==> config.mk <==
export PLATFORM = sky130hd
export DESIGN_NAME = sym_preadd_top
export DESIGN_NICKNAME = d
export VERILOG_FILES = /design/src/rtl/spa_pkg.sv /design/src/rtl/spa_group.sv /design/src/rtl/sym_preadd_top.sv
export SDC_FILE = /design/constraint.sdc
export NUM_CORES = 1
export LEC_CHECK = 0
export BUFFER_PORTS_ARGS = -buffer_cell sky130_fd_sc_hd__buf_2
export CAP_MARGIN = 20
export CELL_PAD_IN_SITES_DETAIL_PLACEMENT = 1
export CELL_PAD_IN_SITES_GLOBAL_PLACEMENT = 1
export CORE_MARGIN = 2
export CORE_UTILIZATION = 35
export DETAILED_ROUTE_END_ITERATION = 6
export MAX_ROUTING_LAYER = met4
export PLACE_DENSITY_LB_ADDON = 0.05
export SLEW_MARGIN = 20
export SYNTH_ARGS = -nofsm -noshare
export SYNTH_HDL_FRONTEND = slang
export SYNTH_SLANG_ARGS = --single-unit
==> constraint.sdc <==
create_clock -name clk -period 1.4 [get_ports clk]
set_input_delay 0.14 -clock clk [delete_from_list [all_inputs] [get_ports clk]]
set_output_delay 0.14 -clock clk [all_outputs]
set_load 0.05 [all_outputs]
==> src/rtl/spa_pkg.sv <==
package spa_pkg;

  // ceiling division for positive integers
  function automatic int cdiv(input int n, input int d);
    return (n + d - 1) / d;
  endfunction

  // one adder cell: returns {carry, sum}; with ci tied low it acts as a half adder
  function automatic logic [1:0] add_cell(input logic x, input logic y, input logic ci);
    return {(x & y) | (x & ci) | (y & ci), x ^ y ^ ci};
  endfunction

endpackage

==> src/rtl/spa_group.sv <==
module spa_group
  import spa_pkg::*;
#(
  parameter int W     = 3,
  parameter int CELLS = 2,
  parameter int NSTG  = 2,
  parameter int ALIGN = 1
) (
  input  logic         clk,
  input  logic         rst,
  input  logic [W-1:0] x,
  input  logic [W-1:0] y,
  output logic [W:0]   sum
);

  // stage registers; index s is the register after adder level s
  logic [W-1:0] st_x [NSTG];
  logic [W-1:0] st_y [NSTG];
  logic [W-1:0] st_s [NSTG];
  logic         st_c [NSTG];

  logic [W-1:0] nx_x [NSTG];
  logic [W-1:0] nx_y [NSTG];
  logic [W-1:0] nx_s [NSTG];
  logic         nx_c [NSTG];

  // ripple cells of each level: bit j belongs to level j/CELLS
  always_comb begin
    for (int s = 0; s < NSTG; s++) begin
      logic [W-1:0] ox, oy, os;
      logic         c;
      logic [1:0]   cs;
      cs = '0;
      ox = (s == 0) ? x : st_x[(s == 0) ? 0 : s - 1];
      oy = (s == 0) ? y : st_y[(s == 0) ? 0 : s - 1];
      os = (s == 0) ? '0 : st_s[(s == 0) ? 0 : s - 1];
      c  = (s == 0) ? 1'b0 : st_c[(s == 0) ? 0 : s - 1];
      for (int j = 0; j < W; j++) begin
        if (j / CELLS == s) begin
          cs    = add_cell(ox[j], oy[j], c);
          os[j] = cs[0];
          c     = cs[1];
        end
      end
      nx_x[s] = ox;
      nx_y[s] = oy;
      nx_s[s] = os;
      nx_c[s] = c;
    end
  end

  always_ff @(posedge clk) begin
    for (int s = 0; s < NSTG; s++) begin
      if (rst) begin
        st_x[s] <= '0;
        st_y[s] <= '0;
        st_s[s] <= '0;
        st_c[s] <= 1'b0;
      end else begin
        st_x[s] <= nx_x[s];
        st_y[s] <= nx_y[s];
        st_s[s] <= nx_s[s];
        st_c[s] <= nx_c[s];
      end
    end
  end

  if (ALIGN != 0) begin : g_aligned
    assign sum = {st_c[NSTG-1], st_s[NSTG-1]};
  end else begin : g_skewed
    always_comb begin
      for (int j = 0; j < W; j++) begin
        sum[j] = st_s[j / CELLS][j];
      end
      sum[W] = st_c[(W - 1) / CELLS];
    end
  end

endmodule

==> src/rtl/sym_preadd_top.sv <==
module sym_preadd_top
  import spa_pkg::*;
#(
  parameter int DATA_W = 8,
  parameter int GRP_W  = 3,
  parameter int CELLS  = 2,
  parameter int ALIGN  = 1,
  localparam int NGRP  = cdiv(DATA_W, GRP_W),
  localparam int FLD_W = GRP_W + 1,
  localparam int OFS_W = $clog2(DATA_W) + 1
) (
  input  logic                    clk,
  input  logic                    rst,
  input  logic                    in_valid,
  input  logic [DATA_W-1:0]       a,
  input  logic [DATA_W-1:0]       b,
  output logic                    out_valid,
  output logic [NGRP*FLD_W-1:0]   grp_sum,
  output logic [NGRP*OFS_W-1:0]   grp_ofs
);

  localparam int NSTG = cdiv(GRP_W, CELLS);

  // input register: the level-0 boundary of every group chain
  logic [DATA_W-1:0] a_q, b_q;
  logic              v_q;

  always_ff @(posedge clk) begin
    if (rst) begin
      a_q <= '0;
      b_q <= '0;
      v_q <= 1'b0;
    end else begin
      a_q <= a;
      b_q <= b;
      v_q <= in_valid;
    end
  end

  // valid travels beside the widest group's stages
  logic [NSTG-1:0] vpipe;

  always_ff @(posedge clk) begin
    if (rst) begin
      vpipe <= '0;
    end else begin
      vpipe[0] <= v_q;
      for (int i = 1; i < NSTG; i++) begin
        vpipe[i] <= vpipe[i-1];
      end
    end
  end

  assign out_valid = vpipe[NSTG-1];

  for (genvar m = 0; m < NGRP; m++) begin : g_grp
    localparam int LO = m * GRP_W;
    localparam int W  = (DATA_W - LO < GRP_W) ? DATA_W - LO : GRP_W;
    logic [W:0] gs;

    spa_group #(
      .W     (W),
      .CELLS (CELLS),
      .NSTG  (NSTG),
      .ALIGN (ALIGN)
    ) u_grp (
      .clk (clk),
      .rst (rst),
      .x   (a_q[LO +: W]),
      .y   (b_q[LO +: W]),
      .sum (gs)
    );

    if (W < GRP_W) begin : g_narrow
      assign grp_sum[m*FLD_W +: FLD_W] = {{(GRP_W - W){1'b0}}, gs};
    end else begin : g_full
      assign grp_sum[m*FLD_W +: FLD_W] = gs;
    end

    assign grp_ofs[m*OFS_W +: OFS_W] = OFS_W'(LO);
  end

endmodule

==> impl_metrics.toml <==
[run_status]
outcome = "finished, final reports clean"

[grt]
grt_start_max_net_pins = 44
grt_pass1_vias = 782
overflow = 0
grt_util_all_layers_pct = 10.1
grt_pass1_wl_um = 3210
antenna_found_initial = 0

[floorplan]
die_y_um = 68.1
die_w_um = 68.1
row_count = 23
coreArea_um2 = 3970
io_pins = 44
initial_core_util_pct = 36.2
dieArea_um2 = 4630

[drt]
first_pass_iters = 2
num_vias = 792
routed_wl_um = 1920
ant_nets = 0
wl_per_cell_um = 9.42
drc = 0
routed_via_density = 3.88
drtIter0Drc = 27

[synth]
synth_top_area_share_pct = 59.9
async_flop_share_pct = 0
ys.flop_type = "dfxtp_1"
yosysTopAreaCell = "dfxtp_1"
synth_top_cells_by_count = "dfxtp_1, nor2b_1, buf_4, inv_1, nor2_1"
ys_seq_elements = 43
syn_inst = 125
syn_area_per_cell_um2 = 11.5
yosysSeqAreaShare_pct = 59.9
synth.distinct_cells = 9
yosys-top-cells-area = "dfxtp_1, nor2b_1, buf_4"
yosysWarningCount = 0
yosys.cell_count.top_type = "dfxtp_1"
synth.cell_area_um2 = 1440
synth_edf_count = 0

[clocking]
clock-sinks = 43
cts.clk_slew.worst_paths_ns = 0.07
numCtsBuffers = 5
clockRootBuffer = "clkbuf_8"
cts_resized = 0
clock_path_buffers = 2
postCtsSetupBuffers = 0
tritoncts = "yes"
clock_latency_ns = 0.28
holdBufCountCts = 0
cts_htree_levels = 2

[pwr]
power_frac_seq_pct = 56.2
power.density_nw_per_um2 = 1400
ir_drop_mv = 0.428
combinationalPowerShare_pct = 10.8
total_power_w = 0.00231
clock_power_share_pct = 33.0
internal_power_w = 0.00174
swShare_pct = 24.7
switching_power_w = 0.000571
p_leak_nw = 0.763

[timing]
setup_viol = 0
slew_viol_final = 0
period_needed_ns = 1.14
skew_ns = 0.00344
hold_violations = 0
grt_setup_unrepaired = "false"
timing.fmax_ghz = 0.877
min_period_over_period_pct = 81.5
final.setup.tns_ns = 0

[finish]
regArea_um2 = 861
nFillCells = 450
multi_input_area_um2 = 440
drive_gt1_share_pct = 24.7
fin_nets = 181
final_util_pct = 41.7
syn_to_final_growth_pct = 15.2
instances_no_fill = 204
stdcell_area_um2 = 1660
diodes = 0

[critical_path]
required_ns = 1.58
crit_type = "reg2reg"
cp-start-kind = "register"
worst-path-buf-inv = 1
crit_path_max_incr_delay_ns = 0.48
worstPathArrival_ns = 1.32
end_kind = "register"
path_max_fanout = 1
crit_path_top_delay_cell = "fa_1"
cpLargestDelayFamily = "adder cells"
path_cells = "ha_1 > inv_1 > fa_1 > nor2_1"

[placement]
port_buffers = 30
placed_cell_area_um2 = 1570
gp_congestion = 0.589
place_inst = 197
dp_hpwl_um = 1360

[worst_hold_path]
hold_path_class = "in2reg"

[run]
cap_violations = 0
-- worst reg2reg max path, cell delays in order, from the launching register on --
cell and delay [ns]:
dfxtp_1 0.33, ha_1 0.14, inv_1 0.05, fa_1 0.48, nor2_1 0.04
-- routing by layer --
| metal | wire [um] | global-route usage [%] | vias up |
|---|---|---|---|
| met5 | 0 | - | - |
| li1 | - | - | 391 |
| met3 | 156 | 4.11 | 5 |
| met4 | 53 | 6.75 | 0 |
| met1 | 746 | 9.38 | 366 |
| met2 | 966 | 16.9 | 30 |
-- kinds of logic after synthesis --
family,share of synthesized area (%)
AND/OR/NAND/NOR,17.7
flip-flops,59.9
buffers and inverters,12.3
adder cells (fa/ha/maj),9.58
other,0.523
-- power groups by stage --
stage                     sequential, W  clock [W]  combinational, W
after floorplan                 0.00137          0          0.000182
after global placement          0.00133          0          0.000248
after detailed placement        0.00133          0          0.000255
after CTS                       0.00130   0.000809          0.000255
after global routing            0.00131   0.000862          0.000275
final                           0.00130   0.000764          0.000251
-- worst paths after layout --
check | start | to | slack (ns) | depth (start not counted)
max | a_q[0] | g_grp[0].u_grp.st_s[0][1] | 0.26 | 4
min | a[5] | a_q[5] | 0.06 | 2
max reg2reg | a_q[0] | g_grp[0].u_grp.st_s[0][1] | 0.26 | 4
min reg2reg | g_grp[1].u_grp.st_s[0][1] | g_grp[1].u_grp.st_s[1][1] | 0.44 | 1
-- state kept, by name, summed over array words and instances (netlist names) --
register,cells
g_grp.u_grp.st_x,2
g_grp.u_grp.st_y,2
a_q,8
g_grp.u_grp.st_c,6
vpipe,2
v_q,1
g_grp.u_grp.st_s,14
b_q,8
-- cell usage in the layout, fill, tap and decap left out, drive strengths merged --
master	instances
inv	9
ha	3
fa	5
nor2	6
dfxtp	43
conb	13
nor2b	37
clkinv	1
buf	31
clkbuf	6
-- per-stage QoR --
stage	setup slack (ns)	hold slack [ns]
floorplan	0.327	0.212
global placement	0.280	0.351
detailed placement	0.260	0.356
CTS	0.246	0.0482
global route	0.189	0.0598
finish	0.259	0.0612
-- layout make-up --
type,count,share of cell area (%)
sequential,43,52.0
tap,50,3.78
inverter,9,2.04
clock buffer,6,4.99
multi-input combinational,64,26.6
clock inverter,1,0.302
timing repair buffer,31,10.3
(Power assumes the default switching activity.)
